[config.mk]
export PLATFORM = sky130hd
export DESIGN_NAME = mcyc_rst_gen
export DESIGN_NICKNAME = d
export VERILOG_FILES = /design/src/rtl/mcyc_pkg.sv /design/src/rtl/mcyc_divider.sv /design/src/rtl/mcyc_sync.sv /design/src/rtl/mcyc_qualifier.sv /design/src/rtl/mcyc_rst_gen.sv
export SDC_FILE = /design/constraint.sdc
export NUM_CORES = 1
export LEC_CHECK = 0
export ABC_AREA = 1
export BUFFER_PORTS_ARGS = -buffer_cell sky130_fd_sc_hd__buf_4
export CORE_UTILIZATION = 40
export CTS_CLUSTER_SIZE = 40
export DETAILED_ROUTE_END_ITERATION = 10
export GPL_TIMING_DRIVEN = 0
export PLACE_DENSITY = 0.74
export SYNTH_ARGS = -nofsm -noshare
export SYNTH_HDL_FRONTEND = slang
export SYNTH_HIERARCHICAL = 1
export SYNTH_SLANG_ARGS = --single-unit
[constraint.sdc]
create_clock -name clk_osc -period 1.3 [get_ports clk_osc]
set_input_delay 0 -clock clk_osc [delete_from_list [all_inputs] [get_ports clk_osc]]
set_output_delay 0 -clock clk_osc [all_outputs]
set_load 0.01 [all_outputs]
[src/rtl/mcyc_pkg.sv]
package mcyc_pkg;
   typedef enum logic [1:0] {
      CYC_SLOW = 2'b00,
      CYC_MID  = 2'b01,
      CYC_FAST = 2'b10,
      CYC_ALT  = 2'b11
   } cyc_sel_e;

   localparam logic [15:0] INIT_PC   = 16'h0000;
   localparam logic [7:0]  INIT_ACC  = 8'h00;
   localparam logic [7:0]  INIT_B    = 8'h00;
   localparam logic [7:0]  INIT_PSW  = 8'h00;
   localparam logic [7:0]  INIT_SP   = 8'h07;
   localparam logic [15:0] INIT_DPTR = 16'h0000;
endpackage

[src/rtl/mcyc_divider.sv]
module mcyc_divider #(
   parameter int SLOW_LEN = 12,
   parameter int MID_LEN  = 4,
   parameter int FAST_LEN = 1,
   localparam int LW = $clog2(SLOW_LEN + 1)
) (
   input  logic          clk_osc,
   input  logic          por_n,
   input  logic [1:0]    cyc_sel,
   output logic          mc_stb,
   output logic [LW-1:0] cyc_len
);
   import mcyc_pkg::*;

   always_comb begin
      case (cyc_sel_e'(cyc_sel))
         CYC_MID:  cyc_len = LW'(MID_LEN);
         CYC_FAST: cyc_len = LW'(FAST_LEN);
         default:  cyc_len = LW'(SLOW_LEN);
      endcase
   end

   generate
      if (SLOW_LEN == 1) begin : g_nodiv
         assign mc_stb = 1'b1;
      end else begin : g_div
         logic [LW-1:0] cnt_q;
         logic [LW-1:0] last_idx;
         assign last_idx = cyc_len - LW'(1);
         assign mc_stb   = (cnt_q >= last_idx);

         always_ff @(posedge clk_osc or negedge por_n) begin
            if (!por_n)      cnt_q <= '0;
            else if (mc_stb) cnt_q <= '0;
            else             cnt_q <= cnt_q + LW'(1);
         end

         // strobe is one clock wide unless the cycle is one clock long
         assert_strobe_gap_R1: assert property (@(posedge clk_osc) disable iff (!por_n)
            (mc_stb && cyc_len != LW'(1) && $stable(cyc_sel)) |=> !mc_stb);
      end
   endgenerate
endmodule

[src/rtl/mcyc_sync.sv]
module mcyc_sync #(
   parameter int STAGES = 2
) (
   input  logic clk_osc,
   input  logic por_n,
   input  logic d_async,
   output logic q_sync
);
   generate
      if (STAGES < 2) begin : g_bad
         $error("mcyc_sync: STAGES must be at least 2");
      end
   endgenerate

   logic [STAGES-1:0] chain_q;

   always_ff @(posedge clk_osc or negedge por_n) begin
      if (!por_n) chain_q <= '0;
      else        chain_q <= {chain_q[STAGES-2:0], d_async};
   end

   assign q_sync = chain_q[STAGES-1];
endmodule

[src/rtl/mcyc_qualifier.sv]
module mcyc_qualifier #(
   parameter int LW     = 4,
   parameter int MAXLEN = 12,
   localparam int HW = $clog2(2 * MAXLEN + 1)
) (
   input  logic          clk_osc,
   input  logic          por_n,
   input  logic          pin_s,
   input  logic          mc_stb,
   input  logic [LW-1:0] cyc_len,
   output logic          core_rst,
   output logic          ram_clr_req
);
   logic [HW-1:0] hold_q;
   logic [HW-1:0] span;
   logic          qualify;

   assign span    = HW'(cyc_len) << 1;
   assign qualify = pin_s && (hold_q == span - HW'(1));

   always_ff @(posedge clk_osc or negedge por_n) begin
      if (!por_n)             hold_q <= '0;
      else if (!pin_s)        hold_q <= '0;
      else if (hold_q < span) hold_q <= hold_q + HW'(1);
   end

   always_ff @(posedge clk_osc or negedge por_n) begin
      if (!por_n) begin
         core_rst    <= 1'b1;
         ram_clr_req <= 1'b0;
      end else begin
         ram_clr_req <= qualify;
         if (qualify)                       core_rst <= 1'b1;
         else if (!pin_s && mc_stb)         core_rst <= 1'b0;
      end
   end

   // reset rises only with the synchronized pin high
   assert_rise_needs_pin_R3: assert property (@(posedge clk_osc) disable iff (!por_n)
      $rose(core_rst) |-> $past(pin_s));
   // held while pin high
   assert_hold_R5: assert property (@(posedge clk_osc) disable iff (!por_n)
      (core_rst && pin_s) |=> core_rst);
   // release only at a cycle boundary with pin low
   assert_release_on_strobe_R5: assert property (@(posedge clk_osc) disable iff (!por_n)
      $fell(core_rst) |-> ($past(mc_stb) && !$past(pin_s)));
   // clear request only accompanies asserted reset
   assert_clr_pulse_R6: assert property (@(posedge clk_osc) disable iff (!por_n)
      ram_clr_req |-> core_rst);
endmodule

[src/rtl/mcyc_rst_gen.sv]
module mcyc_rst_gen #(
   parameter int SLOW_LEN    = 12,
   parameter int MID_LEN     = 4,
   parameter int FAST_LEN    = 1,
   parameter int SYNC_STAGES = 2
) (
   input  logic        clk_osc,
   input  logic        por_n,
   input  logic        rst_pin,
   input  logic [1:0]  cyc_sel,
   output logic        mc_stb,
   output logic        core_rst,
   output logic        ram_clr_req,
   output logic [15:0] rv_pc,
   output logic [7:0]  rv_acc,
   output logic [7:0]  rv_b,
   output logic [7:0]  rv_psw,
   output logic [7:0]  rv_sp,
   output logic [15:0] rv_dptr
);
   import mcyc_pkg::*;

   localparam int LW = $clog2(SLOW_LEN + 1);

   generate
      if (FAST_LEN < 1 || MID_LEN < FAST_LEN || SLOW_LEN < MID_LEN) begin : g_bad
         $error("mcyc_rst_gen: cycle lengths must satisfy 1 <= FAST <= MID <= SLOW");
      end
   endgenerate

   logic [LW-1:0] cyc_len;
   logic          pin_s;

   mcyc_divider #(
      .SLOW_LEN(SLOW_LEN), .MID_LEN(MID_LEN), .FAST_LEN(FAST_LEN)
   ) u_div (
      .clk_osc(clk_osc), .por_n(por_n), .cyc_sel(cyc_sel),
      .mc_stb(mc_stb), .cyc_len(cyc_len)
   );

   mcyc_sync #(.STAGES(SYNC_STAGES)) u_sync (
      .clk_osc(clk_osc), .por_n(por_n), .d_async(rst_pin), .q_sync(pin_s)
   );

   mcyc_qualifier #(.LW(LW), .MAXLEN(SLOW_LEN)) u_qual (
      .clk_osc(clk_osc), .por_n(por_n), .pin_s(pin_s), .mc_stb(mc_stb),
      .cyc_len(cyc_len), .core_rst(core_rst), .ram_clr_req(ram_clr_req)
   );

   // constant reset-time register values
   assign rv_pc   = INIT_PC;
   assign rv_acc  = INIT_ACC;
   assign rv_b    = INIT_B;
   assign rv_psw  = INIT_PSW;
   assign rv_sp   = INIT_SP;
   assign rv_dptr = INIT_DPTR;
endmodule

## Word level (Yosys, flattened, before mapping)

Index checks and enable logic that the tools add are counted.

| operators by class | value |
|---|---|
| $add $sub $neg | 4 |
| $mul | 0 |
| div/mod/pow operators | 0 |
| magnitude comparators | 2 |
| eq/ne operators | 4 |
| shift-type cells | 0 |
| multiplexer cells | 6 |
| bitwise gates (word level) | 0 |
| reduce and logical (&&, ||, !) cells | 4 |

Operators by type and width:

| kind | number |
|---|---|
| $mux 5 | 2 |
| $pmux 4 s2 | 1 |
| $add 5x1->5 const B | 1 |
| $eq 5x5->1 | 1 |
| $lt 5x5->1 | 1 |
| $sub 5x1->5 const B | 1 |
| $add 4x1->4 const B | 1 |
| $ge 4x4->1 | 1 |
| $mux 4 | 1 |
| $sub 4x1->4 const B | 1 |
| $eq 2x1->1 const B | 1 |
| $eq 2x2->1 const B | 1 |
| $logic_and 1x1->1 | 2 |
| $mux 1 | 2 |
| $ne 2x1->1 const B | 1 |
| $reduce_bool 2->1 | 1 |
| $logic_not 1->1 | 1 |

| storage, ports and cells | value |
|---|---|
| flip-flop bits (word level) | 13 |
| bits in latches | 0 |
| bits in writable memories | 0 |
| memory bits (read-only) | 0 |
| input port bits | 5 |
| output and inout bits | 67 |
| memories kept | 0 |

## Logic depth before layout (Yosys ltp)

Gate-level depths: netlist (run 1).

| depth | value |
|---|---|
| depth in word-level cells | 7 |
| mapped depth | 12 |
| mapped depth without buffers | 12 |

## Modules after synthesis

The synthesis (run 1) kept the hierarchy.

By module, submodules not included:

| module | times used | cells each | area each (um^2) |
|---|---|---|---|
| mcyc_qualifier | 1 | 84 | 566.8 |
| mcyc_rst_gen | 1 | 66 | 488.0 |
| mcyc_divider | 1 | 34 | 281.5 |
| mcyc_sync | 1 | 2 | 50.0 |

## Worst setup path before layout (run 1)

OpenSTA, ideal clock, no wires.

| timing path | value |
|---|---|
| path kind | register to register |
| start | register u_qual.hold_q[4] |
| end | register u_qual.hold_q[3] |
| setup time | 0.065 ns |
| arrival time | 1.196 ns |
| required time | 1.235 ns |
| setup slack | 0.038 ns |
| stages on the path, launching flop included | 7 |
| path buffers | 0 |
| path through | dfrtp_1 > ha_1 > a21oi_1 > nand2_2 > nand2_1 > nand2_1 > nand2_1 |

| between the ends | value |
|---|---|
| longest elaborated chain between the ends | 2 |

Ends and longest elaborated chain:

| what | line | source |
|---|---|---|
| start, declared | mcyc_qualifier.sv:14 | `logic [HW-1:0] hold_q;` |
| start signal, assigned | mcyc_qualifier.sv:24 | `else if (hold_q < span) hold_q <= hold_q + HW'(1);` |
| $lt 5x5->1 | mcyc_qualifier.sv:24 |  |
| $ne 2x1->1 (no line) | - |  |

No other way between the ends.
A chain may end at the register's enable or synchronous reset.

## Worst setup path in the final report (run 1)

| timing path | value |
|---|---|
| start | register u_qual.hold_q[2] |
| end | register u_qual.hold_q[2] |

| between the ends | value |
|---|---|
| longest elaborated chain between the ends | 3 |
| elaborated cells between the ends (all ways) | 5 |
| those cells by class | 1 x add/sub; 1 x order compare; 1 x eq/ne; 2 x mux |

Ends and longest elaborated chain:

| what | line | source |
|---|---|---|
| $add 5x1->5 | mcyc_qualifier.sv:24 |  |
| $mux 5 | mcyc_qualifier.sv:24 |  |
| $mux 5 | mcyc_qualifier.sv:23 | `else if (!pin_s) hold_q <= '0;` |

Parallel ways exist; a longest one is shown, timed or not. The select of a mux whose other input is x is not followed.

==> impl_metrics.csv, run 1 <==
group,metric,value,unit
detailed_routing,wl_per_cell,6.47,um
min_path,hp-class,"input pin to async pin",
detailed_routing,vias,1083,
place,portBuffers,7,
pwr,p_sw,641,uW
yosys,ys_top_cells_by_count,"buf_4 (66), nand2_1 (32), inv_1 (22)",
sta,rsz0062_at_grt,"yes",
floorplanning,fp.dieH,60.9,um
critical_path,cp_common_cell,"nand2_1",
yosys,syn_inst,186,
clock_tree,clk_latency,0.26,ns
pwr,p_comb_frac,0.544,
place,routabilityCongestion,0.862,
critical_path,critical-path-max-stage-delay,0.38,ns
yosys,synth_cell_type_count,18,
layout,drive_gt1_frac,0.345,
clock_tree,clock_sinks,13,
floorplanning,dieArea,0.00371,mm^2
sta,slew_viol_final,0,
grt,grt_pass1_vias,810,
clock_tree,numCtsBuffers,3,
yosys,synth_area_leaders,"buf_4 (36%), dfrtp_1 (22%), ha_1 (9.9%)",
pwr,ir_drop,0.895,mV
pwr,power_density,931,mW/mm^2
job,drv_cap,0,
pwr,swShare,0.368,
yosys,synthFlopType,"dfrtp_1",
sta,whs,0.103,ns
critical_path,worst_setup_path_start_kind,"register",
detailed_routing,drcViolationCount,0,
yosys,synth-seq-cells,13,
critical_path,end_kind,"register",
critical_path,cp.arrival,1.53,ns
yosys,syn_avg_cell_area,7.45,um^2
layout,final_util,0.561,
yosys,synth_edf_count,0,
floorplanning,core,0.00334,mm^2
pwr,p_clk_frac,0.136,
critical_path,worstSetupPathType,"register to register",
yosys,ys_warn_count,6,
sta,fmax,730,MHz
yosys,synthesis.area,0.00139,mm^2
yosys,ys_seq_area_frac,0.236,
yosys,yosysMostFrequentCell,"buf_4",
outcome,status,"complete, but fails checks",
clock_tree,cts_tree,"done",
sta,setup_viol,6,
grt,grt_first_pass_wirelength,3220,um
layout,nNetsFinal,284,
grt,grt_overflow_total,0,
sta,clock_skew,0.000677,ns
detailed_routing,drt_pass1_iterations,4,
grt,grt_max_degree,14,
place,hpwl,1590,um
detailed_routing,drt-total-wl,2020,um
pwr,internal_power,1100,uW
yosys,synth_top_area_frac,0.357,
floorplanning,die_x,60.9,um
sta,final.min_clock_period,1.37,ns
critical_path,cp_slowest_cell,"dfrtp_1",
floorplanning,initial_utilization,0.415,
detailed_routing,detail-route-antenna-nets,0,
pwr,p_leak,0.00120,uW
layout,area_delta_synth_final,34.9,%
clock_tree,clk_pin_slew_worst_paths,0.07,ns
sta,period_share,1.05,
yosys,synth_area_leader_cell,"buf_4",
clock_tree,clockBufferDepth,2,
sta,timing.final.ws_setup,-0.0702,ns
grt,groute.usage.overall,0.112,
clock_tree,cts.root.buffer_cell,"clkbuf_4",
layout,antennaDiodeCount,0,
detailed_routing,drt_iter0_drc,28,
yosys,synthArstFlopShare,1.00,
clock_tree,cts.htree.levels,1,
sta,fin_tns_setup,-0.344,ns
pwr,seqPwrFrac,0.320,
grt,antenna_found_initial,0,
sta,final_hold_viol_count,0,
critical_path,worstPathRequired,1.46,ns
detailed_routing,vias_per_cell,3.46,
critical_path,cp_max_fo,6,
floorplanning,rows,21,
floorplanning,io_pins,72,
critical_path,path_cells,"ha_1 -> inv_1 -> o21bai_1 -> nand2_1 -> nand2_4 -> nand2_4 -> nand2_1 -> nand2_1",
outcome,violations,"setup timing",
[state kept, by name, summed over array words and instances, names as in the netlist]
name / count
u_qual/hold_q: 5
u_div/g_div.cnt_q: 4
u_sync/chain_q: 2
u_qual/core_rst: 1
u_qual/ram_clr_req: 1
[stage by stage]
step | instance area (um^2) | instances | setup slack (ns) | total power [uW]
detailed placement | 1730 | 301 | -0.165 | 1300
finish | 1870 | 313 | -0.0702 | 1740
global placement | 1730 | 301 | -0.183 | 1280
global route | 1870 | 313 | -0.180 | 1900
floorplan | 1620 | 248 | 0.0383 | 1150
CTS | 1820 | 310 | -0.0768 | 1640
[final cells by class]
type,count,area (um^2)
Tap cell,46,57.6
Inverter,22,82.6
Clock buffer,4,26.3
Fill cell,328,1470
Timing Repair Buffer,15,121
Buffer,67,507
Sequential cell,13,327
Multi-Input combinational cell,146,749
[cell families after synthesis]
| family | Yosys count | share of synthesized area |
|---|---|---|
| XOR/XNOR | 4 | 0.0253 |
| adder cells (fa/ha/maj) | 11 | 0.0993 |
| AND/OR/NAND/NOR | 62 | 0.190 |
| AO/OA/AOI/OAI | 4 | 0.0162 |
| other | 3 | 0.00812 |
| buffers and inverters | 89 | 0.425 |
| flip-flops | 13 | 0.236 |
[power by group through the flow]
stage	registers [uW]	clock network [uW]	logic, uW
floorplan	551	0	598
CTS	561	251	826
finish	557	237	947
global placement	564	0	719
global route	564	261	1080
detailed placement	567	0	732
[critical path: cells and delay by family, from the launching register on]
family	cells	cell delay, ns
fa+ha+maj	1	0.27
flops	1	0.38
simple gates	5	0.44
buf+inv	1	0.03
compound gates	1	0.15
[timing repair]
item,in CTS,in global routing
hold endpoints to repair,14,0
buffers inserted,3,3
hold buffers,2,0
pin swaps,1,7
resized for setup,3,6
cloned,0,0
endpoints found under the setup margin,6,12
[metal layers]
layer | share of wire | GRT usage | routed length [um] | vias up
li1 | - | - | - | 600
met1 | 0.47 | 0.145 | 946 | 441
met2 | 0.47 | 0.204 | 952 | 42
met3 | 0.061 | 0.00640 | 124 | 0
met4 | 0 | 0.0292 | 0 | 0
met5 | 0 | 0 | 0 | -
[layout by cell type (no fill, tap or decap)]
| cell | instances |
|---|---|
| buf_4 | 78 |
| conb_1 | 65 |
| nand2_1 | 29 |
| inv_1 | 22 |
| nor2_1 | 14 |
| dfrtp_1 | 12 |
| nand3_1 | 10 |
| ha_1 | 9 |
| nand4_1 | 4 |
| clkbuf_4 | 3 |
| dlygate4sd3_1 | 2 |
| buf_6 | 2 |
| xnor2_1 | 2 |
| xor2_1 | 2 |
| ha_4 | 2 |
| nand2_4 | 2 |
| nand2_2 | 2 |
| clkbuf_1 | 1 |
| a21oi_1 | 1 |
| nand3_2 | 1 |
| o21ai_0 | 1 |
| o21bai_1 | 1 |
| a21oi_2 | 1 |
| dfstp_2 | 1 |
[path summary, 6_finish.rpt]
path | start | end | slack [ns] | cells past startpoint
min in group clk_osc | u_sync/chain_q[0]$_DFF_PN0_ | u_sync/chain_q[1]$_DFF_PN0_ | 0.37 | 0
setup reg to reg | u_qual/hold_q[2]$_DFFE_PN0P_ | u_qual/hold_q[2]$_DFFE_PN0P_ | -0.07 | 8
hold / removal | por_n | u_div/g_div.cnt_q[1]$_DFF_PN0_ | 0.10 | 2
hold reg to reg | u_sync/chain_q[0]$_DFF_PN0_ | u_sync/chain_q[1]$_DFF_PN0_ | 0.37 | 0
max in group asynchronous | por_n | u_qual/core_rst$_DFFE_PN1P_ | 0.97 | 2
setup / recovery | u_qual/hold_q[2]$_DFFE_PN0P_ | u_qual/hold_q[2]$_DFFE_PN0P_ | -0.07 | 8
Note: power is estimated with default switching activity, not from simulation.
==> run 2, diff against run 1 <==
--- a/config.mk
+++ b/config.mk
@@ -12,6 +12,7 @@
 export DETAILED_ROUTE_END_ITERATION = 10
 export GPL_TIMING_DRIVEN = 0
 export PLACE_DENSITY = 0.74
+export SKIP_CTS_REPAIR_TIMING = 1
 export SYNTH_ARGS = -nofsm -noshare
 export SYNTH_HDL_FRONTEND = slang
 export SYNTH_HIERARCHICAL = 1
==> run 2 against run 1 <==
The run still ends with setup timing left. Worst setup slack got worse by 0.012 ns. Combinational power is 4.0% higher. Global-route usage fell by 0.84 points. First-iteration DRC count down 54%. Sequential power increased by 1%. Final area up 0.40%. Critical path depth decreased by 2. Sequential share of layout area hardly changed. Fmax fell by 0.83%. Cell count down 0.32%. Sequential cell count is the same. Critical endpoint is now mc_stb. Highest routed layer unchanged.
==> impl_metrics.csv, run 2 (synthesized netlist as in run 1, its figures left out) <==
group,metric,value,unit
outcome,status,"complete, but fails checks",
outcome,violations,"setup timing",
pwr,power_density,951,mW/mm^2
clock_tree,cts.htree.levels,1,
grt,groute.usage.overall,0.104,
layout,layout_common_cells,"buf_4 (77), conb_1 (65), nand2_1 (28), inv_1 (22), nor2_1 (14)",
place,pre_cts_slack,-0.165,ns
critical_path,cp_max_fo,3,
critical_path,worstPathRequired,1.30,ns
detailed_routing,vias,1081,
floorplanning,core,0.00334,mm^2
layout,nNetsFinal,283,
clock_tree,clk_pin_slew_worst_paths,0.07,ns
critical_path,critPathTopFamily,"flip-flops",
critical_path,worstSetupPathType,"register to output port",
detailed_routing,drt-total-wl,2040,um
place,portBuffers,7,
critical_path,worst_setup_path_start_kind,"register",
floorplanning,fp.dieH,60.9,um
layout,mostFrequentLayoutCell,"buf_4",
critical_path,path_cells,"ha_4 -> inv_1 -> nor2_1 -> nand2_2 -> nand3_4 -> buf_4",
place,routabilityCongestion,0.862,
grt,grt_first_pass_wirelength,2980,um
floorplanning,die_x,60.9,um
clock_tree,cts.root.buffer_cell,"clkbuf_4",
critical_path,cp_num_buf_inv,2,
critical_path,end_kind,"output port",
clock_tree,numCtsBuffers,3,
floorplanning,io_pins,72,
grt,grt_pass1_vias,744,
floorplanning,rows,21,
clock_tree,clock_sinks,13,
layout,antennaDiodeCount,0,
clock_tree,clockBufferDepth,2,
sta,timing.final.ws_setup,-0.0817,ns
layout,top_regs,"u_qual/hold_q x5, u_div/g_div.cnt_q x4, u_sync/chain_q x2",
clock_tree,cts_tree,"done",
layout,nFillCells,323,
layout,final_util,0.563,
place,dpl.cell_count,301,
layout,final_cells,312,
detailed_routing,drcViolationCount,0,
pwr,p_leak,0.00119,uW
grt,antenna_found_initial,0,
layout,largest_reg_flops,5,
clock_tree,clk_latency,0.26,ns
grt,grt_max_degree,14,
sta,final.min_clock_period,1.38,ns
floorplanning,initial_utilization,0.415,
layout,drive_gt1_frac,0.353,
place,hpwl,1590,um
min_path,hp-class,"input pin to async pin",
pwr,ir_drop,0.911,mV
critical_path,cp_slowest_cell,"dfrtp_1",
sta,period_share,1.06,
detailed_routing,drt_iter0_drc,13,
floorplanning,dieArea,0.00371,mm^2
sta,clock_skew,0.00141,ns
sta,setup_viol,7,
detailed_routing,vias_per_cell,3.46,
detailed_routing,detail-route-antenna-nets,0,
job,drv_cap,0,
critical_path,critical-path-max-stage-delay,0.41,ns
detailed_routing,drt_pass1_iterations,4,
grt,grt_overflow_total,0,
pwr,finalPower,1790,uW
sta,final_hold_viol_count,0,
detailed_routing,wl_per_cell,6.53,um
critical_path,cp.arrival,1.38,ns
sta,slew_viol_final,0,
layout,regMostFlops,"u_qual/hold_q",
sta,fmax,724,MHz
layout,area_delta_synth_final,35.5,%
sta,rsz0062_at_grt,"yes",
[run 2: worst paths after layout]
kind                                                start  slack (ns)  depth (start not counted)                            to
hold / removal                                      por_n        0.10                          2  u_qual/hold_q[3]$_DFFE_PN0P_
hold reg to reg               u_sync/chain_q[0]$_DFF_PN0_        0.37                          0   u_sync/chain_q[1]$_DFF_PN0_
setup reg to reg             u_qual/hold_q[4]$_DFFE_PN0P_       -0.07                          8  u_qual/hold_q[2]$_DFFE_PN0P_
min in group clk_osc          u_sync/chain_q[0]$_DFF_PN0_        0.37                          0   u_sync/chain_q[1]$_DFF_PN0_
setup / recovery           u_div/g_div.cnt_q[3]$_DFF_PN0_       -0.08                          6                        mc_stb
max in group asynchronous                           por_n        0.96                          2   u_qual/core_rst$_DFFE_PN1P_
[run 2: area by class of cell]
type                       count  area, um^2  share of cell area
multi-input combinational    146         763               0.406
sequential                    13         328               0.175
buffer                        67         507               0.270
tap                           46        57.6              0.0306
inverter                      22        82.6              0.0440
clock buffer                   4        26.3              0.0140
timing repair buffer          14         114              0.0606
[run 2: power breakdown]
part	internal, uW	switching, uW
sequential	489	76.4
clock	118	118
combinational	517	468
total	1120	661
[run 2: stage by stage]
stage,TNS (ns),cell area (um^2),hold WS (ns)
detailed placement,-0.820,1730,-0.147
global placement,-0.888,1730,-0.151
finish,-0.385,1880,0.105
floorplan,0,1620,-0.296
CTS,-0.619,1760,-0.442
global route,-1.07,1880,0.118
[run 2: per-layer routing]
| layer | share of wire | up-vias | GRT usage |
|---|---|---|---|
| li1 | - | 601 | - |
| met1 | 0.45 | 440 | 0.138 |
| met5 | 0 | - | 0 |
| met2 | 0.49 | 40 | 0.182 |
| met4 | 0 | 0 | 0.0292 |
| met3 | 0.062 | 0 | 0.00640 |
==> run 3, diff against run 2 <==
--- a/config.mk
+++ b/config.mk
@@ -11,9 +11,11 @@
 export CTS_CLUSTER_SIZE = 40
 export DETAILED_ROUTE_END_ITERATION = 10
 export GPL_TIMING_DRIVEN = 0
+export HOLD_SLACK_MARGIN = 0.06
 export PLACE_DENSITY = 0.74
 export SKIP_CTS_REPAIR_TIMING = 1
 export SYNTH_ARGS = -nofsm -noshare
 export SYNTH_HDL_FRONTEND = slang
 export SYNTH_HIERARCHICAL = 1
 export SYNTH_SLANG_ARGS = --single-unit
+export TNS_END_PERCENT = 50
==> run 3 against run 2 <==
The flow still finishes with violations (setup timing). Combinational power decreased by 4.0%. Power decreased by 1.9%. Sequential cell count unchanged. Highest routed layer unchanged. Critical endpoint unchanged.
==> impl_metrics.csv, run 3 (synthesized netlist as in run 1, its figures left out) <==
group,metric,value,unit
outcome,status,"complete, but fails checks",
outcome,violations,"setup timing",
grt,antenna_found_initial,0,
pwr,ir_drop,0.852,mV
detailed_routing,vias,1084,
sta,rsz0062_at_grt,"yes",
place,portBuffers,7,
detailed_routing,drt_pass1_iterations,4,
sta,clock_skew,0.00109,ns
critical_path,reg2reg_from,"u_div/g_div.cnt_q[3]$_DFF_PN0_",
grt,grt_pass1_vias,744,
place,pre_cts_slack,-0.165,ns
layout,nFillCells,328,
grt,grt_overflow_total,0,
floorplanning,die_x,60.9,um
sta,setup_viol,7,
clock_tree,clk_pin_slew_worst_paths,0.07,ns
critical_path,end_kind,"output port",
min_path,hp-class,"input pin to async pin",
sta,whs,0.105,ns
grt,grt_max_degree,14,
clock_tree,clock_sinks,13,
layout,antennaDiodeCount,0,
detailed_routing,drt_iter0_drc,18,
clock_tree,cts_tree,"done",
detailed_routing,detail-route-antenna-nets,0,
grt,groute.usage.overall,0.104,
place,placed_area,0.00173,mm^2
sta,slew_viol_final,0,
floorplanning,rows,21,
critical_path,cp.arrival,1.43,ns
layout,nNetsFinal,281,
clock_tree,cts.htree.levels,1,
layout,mostFrequentLayoutCell,"buf_4",
sta,fmax,698,MHz
sta,period_share,1.10,
critical_path,worstSetupPathType,"register to output port",
detailed_routing,vias_per_cell,3.50,
place,hpwl,1590,um
critical_path,worst_setup_path_start_kind,"register",
layout,largest_reg_flops,5,
detailed_routing,wl_per_cell,6.54,um
critical_path,reg2reg_to,"u_qual/core_rst$_DFFE_PN1P_",
detailed_routing,drt-total-wl,2030,um
pwr,power_density,943,mW/mm^2
pwr,p_leak,0.00118,uW
floorplanning,io_pins,72,
clock_tree,clockBufferDepth,2,
layout,drive_gt1_frac,0.341,
sta,final_hold_viol_count,0,
floorplanning,initial_utilization,0.415,
critical_path,reg2reg_depth,9,
layout,regMostFlops,"u_qual/hold_q",
detailed_routing,drcViolationCount,0,
clock_tree,cts.root.buffer_cell,"clkbuf_4",
layout,top_regs,"u_qual/hold_q x5, u_div/g_div.cnt_q x4, u_sync/chain_q x2",
critical_path,r2r_setup_slack,-0.10,ns
layout,fin_area,0.00186,mm^2
layout,layout_common_cells,"buf_4 (75), conb_1 (65), nand2_1 (29), inv_1 (22), nor2_1 (14)",
floorplanning,fp.dieH,60.9,um
job,drv_cap,0,
grt,grt_first_pass_wirelength,2980,um
critical_path,cp_max_fo,3,
place,routabilityCongestion,0.862,
layout,area_delta_synth_final,34.1,%
critical_path,worstPathRequired,1.30,ns
floorplanning,dieArea,0.00371,mm^2
sta,timing.final.ws_setup,-0.133,ns
sta,final.min_clock_period,1.43,ns
floorplanning,core,0.00334,mm^2
clock_tree,clk_latency,0.26,ns
clock_tree,numCtsBuffers,3,
## run 3: cell count changes in the layout (fill, tap and decap cells not counted)
cell	previous run	this run
nand2_2	3	2
dfrtp_2	1	0
buf_4	77	75
nand2_1	28	29
dfrtp_1	11	12
## run 3: cell type report
class / instances / area [um^2] / share of cell area
Clock buffer: 4 / 26.3 / 0.0141
Multi-Input combinational cell: 146 / 761 / 0.409
Inverter: 22 / 82.6 / 0.0444
Timing Repair Buffer: 12 / 98.8 / 0.0532
Tap cell: 46 / 57.6 / 0.0310
Buffer: 67 / 507 / 0.273
Sequential cell: 13 / 327 / 0.176
## run 3: critical path: stages, from the launching register on
cell and delay (ns):
dfrtp_1 0.42, ha_4 0.30, inv_1 0.04, nor2_1 0.09, nand2_1 0.10, nand3_4 0.09
buf_4 0.13
## run 3: where the power goes
group	leakage [uW]	internal, uW	switching (uW)
logic	0.00100	491	455
clock network	0.0000150	118	118
registers	0.000166	486	84.5
total	0.00118	1100	657
## run 3: worst max-delay path by stage
stage / startpoint / endpoint / depth (start not counted)
finish: u_div/g_div.cnt_q[3]$_DFF_PN0_ / mc_stb / 6
global route: u_qual/hold_q[2]$_DFFE_PN0P_ / u_qual/hold_q[2]$_DFFE_PN0P_ / 8
CTS: u_div/g_div.cnt_q[3]$_DFF_PN0_ / mc_stb / 4
detailed placement: cyc_sel[0] / u_qual/hold_q[0]$_DFFE_PN0P_ / 13
global placement: cyc_sel[1] / u_qual/hold_q[2]$_DFFE_PN0P_ / 9
floorplan: u_qual/hold_q[4]$_DFFE_PN0P_ / u_qual/hold_q[3]$_DFFE_PN0P_ / 6
## run 3: metrics by stage
stage               power, uW  TNS, ns  utilization  instances
CTS                      1540   -0.619        0.526        305
global placement         1280   -0.888        0.518        301
finish                   1750   -0.459        0.557        310
floorplan                1150        0            -        248
detailed placement       1300   -0.820        0.518        301
global route             1910    -1.13        0.557        310
## run 3: per-layer routing
layer  vias to the layer above  wire length, um  GRT usage
met2                        47              971      0.182
li1                        595                -          -
met3                         0              134    0.00640
met5                         -                0          0
met4                         0                0     0.0292
met1                       442              922      0.138
